[config.mk]
export PLATFORM = sky130hd
export DESIGN_NAME = lrx_buf
export DESIGN_NICKNAME = d
export VERILOG_FILES = /design/src/rtl/lrx_pkg.sv /design/src/rtl/lrx_ctl.sv /design/src/rtl/lrx_store.sv /design/src/rtl/lrx_buf.sv
export SDC_FILE = /design/constraint.sdc
export NUM_CORES = 1
export LEC_CHECK = 0
export CORE_ASPECT_RATIO = 1.2
export CORE_MARGIN = 4
export CORE_UTILIZATION = 43
export DETAILED_ROUTE_END_ITERATION = 8
export HOLD_SLACK_MARGIN = 0.05
export MAX_ROUTING_LAYER = met4
export PLACE_DENSITY_LB_ADDON = 0.12
export SYNTH_ARGS = -nofsm -noshare
export SYNTH_HDL_FRONTEND = slang
export SYNTH_HIERARCHICAL = 1
export SYNTH_SLANG_ARGS = --single-unit
[constraint.sdc]
create_clock -name clk -period 3.2 [get_ports clk]
set_input_delay 0.96 -clock clk [delete_from_list [all_inputs] [get_ports clk]]
set_output_delay 0.96 -clock clk [all_outputs]
set_load 0.01 [all_outputs]
[src/rtl/lrx_pkg.sv]
package lrx_pkg;

    localparam int unsigned LRX_SLOTS = 2;
    localparam int unsigned LRX_PW    = $clog2(LRX_SLOTS);
    localparam int unsigned LRX_LW    = $clog2(LRX_SLOTS + 1);

    typedef enum logic [1:0] {
        ST_EMPTY = 2'd0,
        ST_ONE   = 2'd2,
        ST_FULL  = 2'd3
    } lrx_stat_e;

    typedef struct packed {
        logic wr;
        logic rd;
        logic flush;
    } lrx_ops_t;

    function automatic lrx_stat_e lrx_encode(input logic [LRX_LW-1:0] lvl);
        case (lvl)
            LRX_LW'(0): return ST_EMPTY;
            LRX_LW'(1): return ST_ONE;
            default:    return ST_FULL;
        endcase
    endfunction

endpackage

[src/rtl/lrx_ctl.sv]
module lrx_ctl
    import lrx_pkg::*;
(
    input  logic              clk,
    input  logic              rst,
    input  logic              ctl_wr,
    input  logic              ctl_en,
    input  logic              lk_valid,
    input  logic              rd_req,
    output logic              rdy,
    output lrx_ops_t          ops,
    output logic [LRX_LW-1:0] lvl,
    output logic [LRX_PW-1:0] wptr,
    output logic [LRX_PW-1:0] rptr
);

    logic en_q;
    logic full;
    logic empty;

    assign full  = (lvl == LRX_LW'(LRX_SLOTS));
    assign empty = (lvl == '0);
    assign rdy   = en_q && !full;

    assign ops.wr    = lk_valid && rdy;
    assign ops.rd    = rd_req && en_q && !empty;
    assign ops.flush = ctl_wr && !ctl_en;

    always_ff @(posedge clk) begin
        if (rst) begin
            en_q <= 1'b0;
            lvl  <= '0;
            wptr <= '0;
            rptr <= '0;
        end else begin
            if (ctl_wr)
                en_q <= ctl_en;
            if (ops.flush) begin
                lvl  <= '0;
                wptr <= '0;
                rptr <= '0;
            end else begin
                if (ops.wr)
                    wptr <= wptr + LRX_PW'(1);
                if (ops.rd)
                    rptr <= rptr + LRX_PW'(1);
                lvl <= lvl + LRX_LW'(ops.wr) - LRX_LW'(ops.rd);
            end
        end
    end

endmodule

[src/rtl/lrx_store.sv]
module lrx_store
    import lrx_pkg::*;
#(
    parameter int unsigned DATA_W = 32
) (
    input  logic              clk,
    input  logic              wr_en,
    input  logic [LRX_PW-1:0] wptr,
    input  logic [DATA_W-1:0] wdata,
    input  logic [LRX_PW-1:0] rptr,
    output logic [DATA_W-1:0] rdata
);

    logic [DATA_W-1:0] slot [LRX_SLOTS];

    for (genvar g = 0; g < LRX_SLOTS; g++) begin : g_slot
        always_ff @(posedge clk) begin
            if (wr_en && (wptr == LRX_PW'(g)))
                slot[g] <= wdata;
        end
    end

    assign rdata = slot[rptr];

endmodule

[src/rtl/lrx_buf.sv]
module lrx_buf
    import lrx_pkg::*;
#(
    parameter int unsigned DATA_W = 32
) (
    input  logic              clk,
    input  logic              rst,
    input  logic              ctl_wr,
    input  logic              ctl_en,
    input  logic              lk_valid,
    input  logic [DATA_W-1:0] lk_data,
    output logic              lk_rdy,
    input  logic              rd_req,
    output logic              rd_ack,
    output logic [DATA_W-1:0] rd_data,
    output logic [1:0]        stat
);

    lrx_ops_t          ops;
    logic [LRX_LW-1:0] lvl;
    logic [LRX_PW-1:0] wptr;
    logic [LRX_PW-1:0] rptr;

    lrx_ctl u_ctl (
        .clk      (clk),
        .rst      (rst),
        .ctl_wr   (ctl_wr),
        .ctl_en   (ctl_en),
        .lk_valid (lk_valid),
        .rd_req   (rd_req),
        .rdy      (lk_rdy),
        .ops      (ops),
        .lvl      (lvl),
        .wptr     (wptr),
        .rptr     (rptr)
    );

    lrx_store #(.DATA_W(DATA_W)) u_store (
        .clk   (clk),
        .wr_en (ops.wr && !ops.flush),
        .wptr  (wptr),
        .wdata (lk_data),
        .rptr  (rptr),
        .rdata (rd_data)
    );

    assign rd_ack = ops.rd;
    assign stat   = lrx_encode(lvl);

endmodule

==> results.yml, run 1 <==
placement:
  routabilityCongestion: 0.6964
  port_buffers: 73
  dp.cells: 291
  dp_hpwl_mm: 3.446
sta:
  maxSlewViolCount: 0
  slew_headroom_pct: 78.75
  maxClockFrequency_mhz: 323.4
  skew_ns: 0.003196
  tns_ns: 0
  rsz0062_at_grt: "false"
  hold_violations: 0
  min_period_ns: 3.092
  setup_viol: 0
  period_share_pct: 96.63
  worst_pin_slew_ns: 0.3188
route:
  firstDrtPassIters: 4
  postRouteAntennaNets: 0
  vias_per_cell: 4.641
  wl_mm: 4.750
  vias: 1420
  wl_per_cell_um: 15.52
  drt_iter0_markers: 73
  drc: 0
power:
  p_seq_share_pct: 60.0
  p_comb_share_pct: 7.7
  internal_power_mw: 1.357
  leakagePower_nw: 1.337
  switching_share_pct: 19.26
  vdd_drop_max_uv: 332.3
  power_density_nw_per_um2: 450.7
  switching_power_mw: 0.3237
  power_frac_clock_pct: 32.3
synthesis:
  ys_warn_count: 6
  yosys_register_bits: 69
  yosysSeqAreaShare_pct: 73.22
  synth_cells: 134
  synth.avg_cell_area_sq_um: 20.61
  ys_types: 24
  synthesis.nets: 174
  synth_area_sq_um: 2761
critical_path:
  crit_path_end: "rd_ack"
  cp_num_cells: 3
  reg2reg_depth: 8
  cp-start-kind: "input port"
  cp_max_fo: 2
  cp_top_family: "buffers and inverters"
  cp_num_buf_inv: 2
  worstSetupPathType: "in -> out"
  cp_cell_sequence: "clkdlybuf4s50_1 > o211a_1 > clkdlybuf4s50_1"
  arrival_ns: 2.13
  r2r-start: "u_ctl/lvl[1]"
  startpoint: "rd_req"
  slowest_stage: "clkdlybuf4s50_1"
  critPathMaxStageDelay_ns: 0.55
  timing.rr.end: "u_ctl/lvl[1]"
  cp_common_cell: "clkdlybuf4s50_1"
  required_ns: 2.24
  reg2reg_setup_slack_ns: 1.45
  cp-end-kind: "primary output"
die:
  core_area_sq_um: 6128
  dieArea_sq_um: 7773
  die_x_um: 81.16
  die_y_um: 95.79
  initial_core_util_pct: 45.06
  rows: 31
  num_io_pins: 74
clock_network:
  holdBufCountCts: 0
  numCtsBuffers: 9
  cts_resized: 0
  clockRootBuffer: "clkbuf_8"
  clk_pin_slew_ns: 0.06
  insertion_delay_ns: 0.32
  htreeDepth: 3
  cts_buffer_depth: 2
  post-cts-setup-buffer-count: 0
  cts_tree: "built"
  numClockSinks: 69
global_route:
  antenna_found_initial: 0
  overflow: 0
  grt_pass1_wl_mm: 7.279
  grt_pass1_vias: 1563
  grt_use_total_pct: 13.61
  grt_max_degree: 18
final_layout:
  final_cells: 306
  final-seq-area_sq_um: 2023
  drive_gt1_share_pct: 24.11
  antennaDiodeCount: 0
  final_util_pct: 60.84
  n_fill_cell: 487
  syn2layout_area_growth_pct: 35.03
  final_common_cell: "clkdlybuf4s50_1"
  layout_common_cells: "clkdlybuf4s50_1, edfxtp_1, mux2_4, clkbuf_8, buf_4"
  nets: 260
  multi_input_area_sq_um: 660.6
flow_run:
  cap_viol_max_count: 0
min_path:
  holdCritPathClass: "reg -> reg"
outcome:
  status: "completed"
==> area by class of cell <==
cell class / instances / area share (%)
clock buffer: 11 / 3.523
clock inverter: 4 / 0.4362
inverter: 3 / 0.3020
multi-input combinational: 57 / 17.72
sequential: 69 / 54.26
tap: 82 / 2.752
timing repair buffer: 80 / 21.01
==> metrics by stage <==
stage / instance area [sq um] / hold slack (ns) / setup slack [ns] / power, mW
final: 3729 / 0.5466 / 0.1077 / 1.681
after global placement: 3581 / 0.5179 / 0.1154 / 1.154
after global routing: 3729 / 0.5891 / 0.08718 / 1.752
after detailed placement: 3581 / 0.5311 / 0.1181 / 1.159
after floorplan: 2761 / 0.4897 / 0.05296 / 1.071
after CTS: 3729 / 0.5420 / 0.1097 / 1.702
==> state kept, by name, indices dropped and copies added (netlist names) <==
signal,cells
u_ctl/en_q,1
u_ctl/wptr,1
u_store/slot,64
u_ctl/lvl,2
u_ctl/rptr,1
==> cells in the mapped netlist (all sizes together) <==
cell type / n / share of area, %
a21oi: 1 / 0.18
a31o: 1 / 0.32
and2: 4 / 0.91
and3: 1 / 0.23
buf: 4 / 2.6
clkbuf: 1 / 0.14
dfxtp: 5 / 3.6
edfxtp: 64 / 70
ha: 2 / 0.91
inv: 3 / 0.41
mux2: 32 / 17
nand2b: 1 / 0.23
nand4: 1 / 0.23
nor2: 5 / 0.68
nor2b: 3 / 0.95
nor3: 1 / 0.36
o211a: 1 / 0.36
or2: 2 / 0.54
xnor2: 1 / 0.32
xor2: 1 / 0.32
==> power by group through the flow <==
| stage | combinational (mW) | clock (mW) | sequential, mW |
|---|---|---|---|
| floorplan | 0.0443 | 0 | 1.03 |
| global placement | 0.127 | 0 | 1.03 |
| detailed placement | 0.131 | 0 | 1.03 |
| CTS | 0.132 | 0.562 | 1.01 |
| global route | 0.139 | 0.604 | 1.01 |
| finish | 0.130 | 0.542 | 1.01 |
==> per-layer routing <==
layer  part of all wire, %  global-route usage, %
met2                    56                  23.49
met4                   1.9                  8.592
met3                   4.4                  3.371
met1                    38                  13.66
met5                     0                      -
==> tightest hold or removal path: stages, from the launching register on <==
cell	delay, ns
dfxtp_1	0.36
nand4_1	0.09
a21oi_1	0.06
==> how the worst min path moves through the flow <==
stage / start / endpoint / slack, ns / cells after the start
finish: u_ctl/en_q / u_ctl/wptr / 0.55 / 2
global route: u_ctl/en_q / u_ctl/wptr / 0.59 / 2
CTS: u_ctl/en_q / u_ctl/wptr / 0.54 / 2
detailed placement: u_ctl/en_q / u_ctl/wptr / 0.53 / 2
global placement: u_ctl/en_q / u_ctl/wptr / 0.52 / 2
floorplan: u_ctl/en_q / u_ctl/wptr / 0.49 / 2
==> kinds of logic (layout without fill, tap and decap cells) <==
family          after synthesis  count (layout)  synth area share (%)
compound gates                3               3                0.8608
mux                          32              32                 17.13
flops                        69              69                 73.22
simple gates                 18              18                 4.124
buf+inv                       8              98                 3.126
fa+ha+maj                     2               2                0.9061
xor+xnor                      2               2                0.6345
(Power assumes the default switching activity.)
==> inputs of run 2 (changes only) <==
GPL_ROUTABILITY_DRIVEN = 1   (was not set)
==> results of run 2 <==
The final DEF is identical to that of run 1; final timing and power are the same.
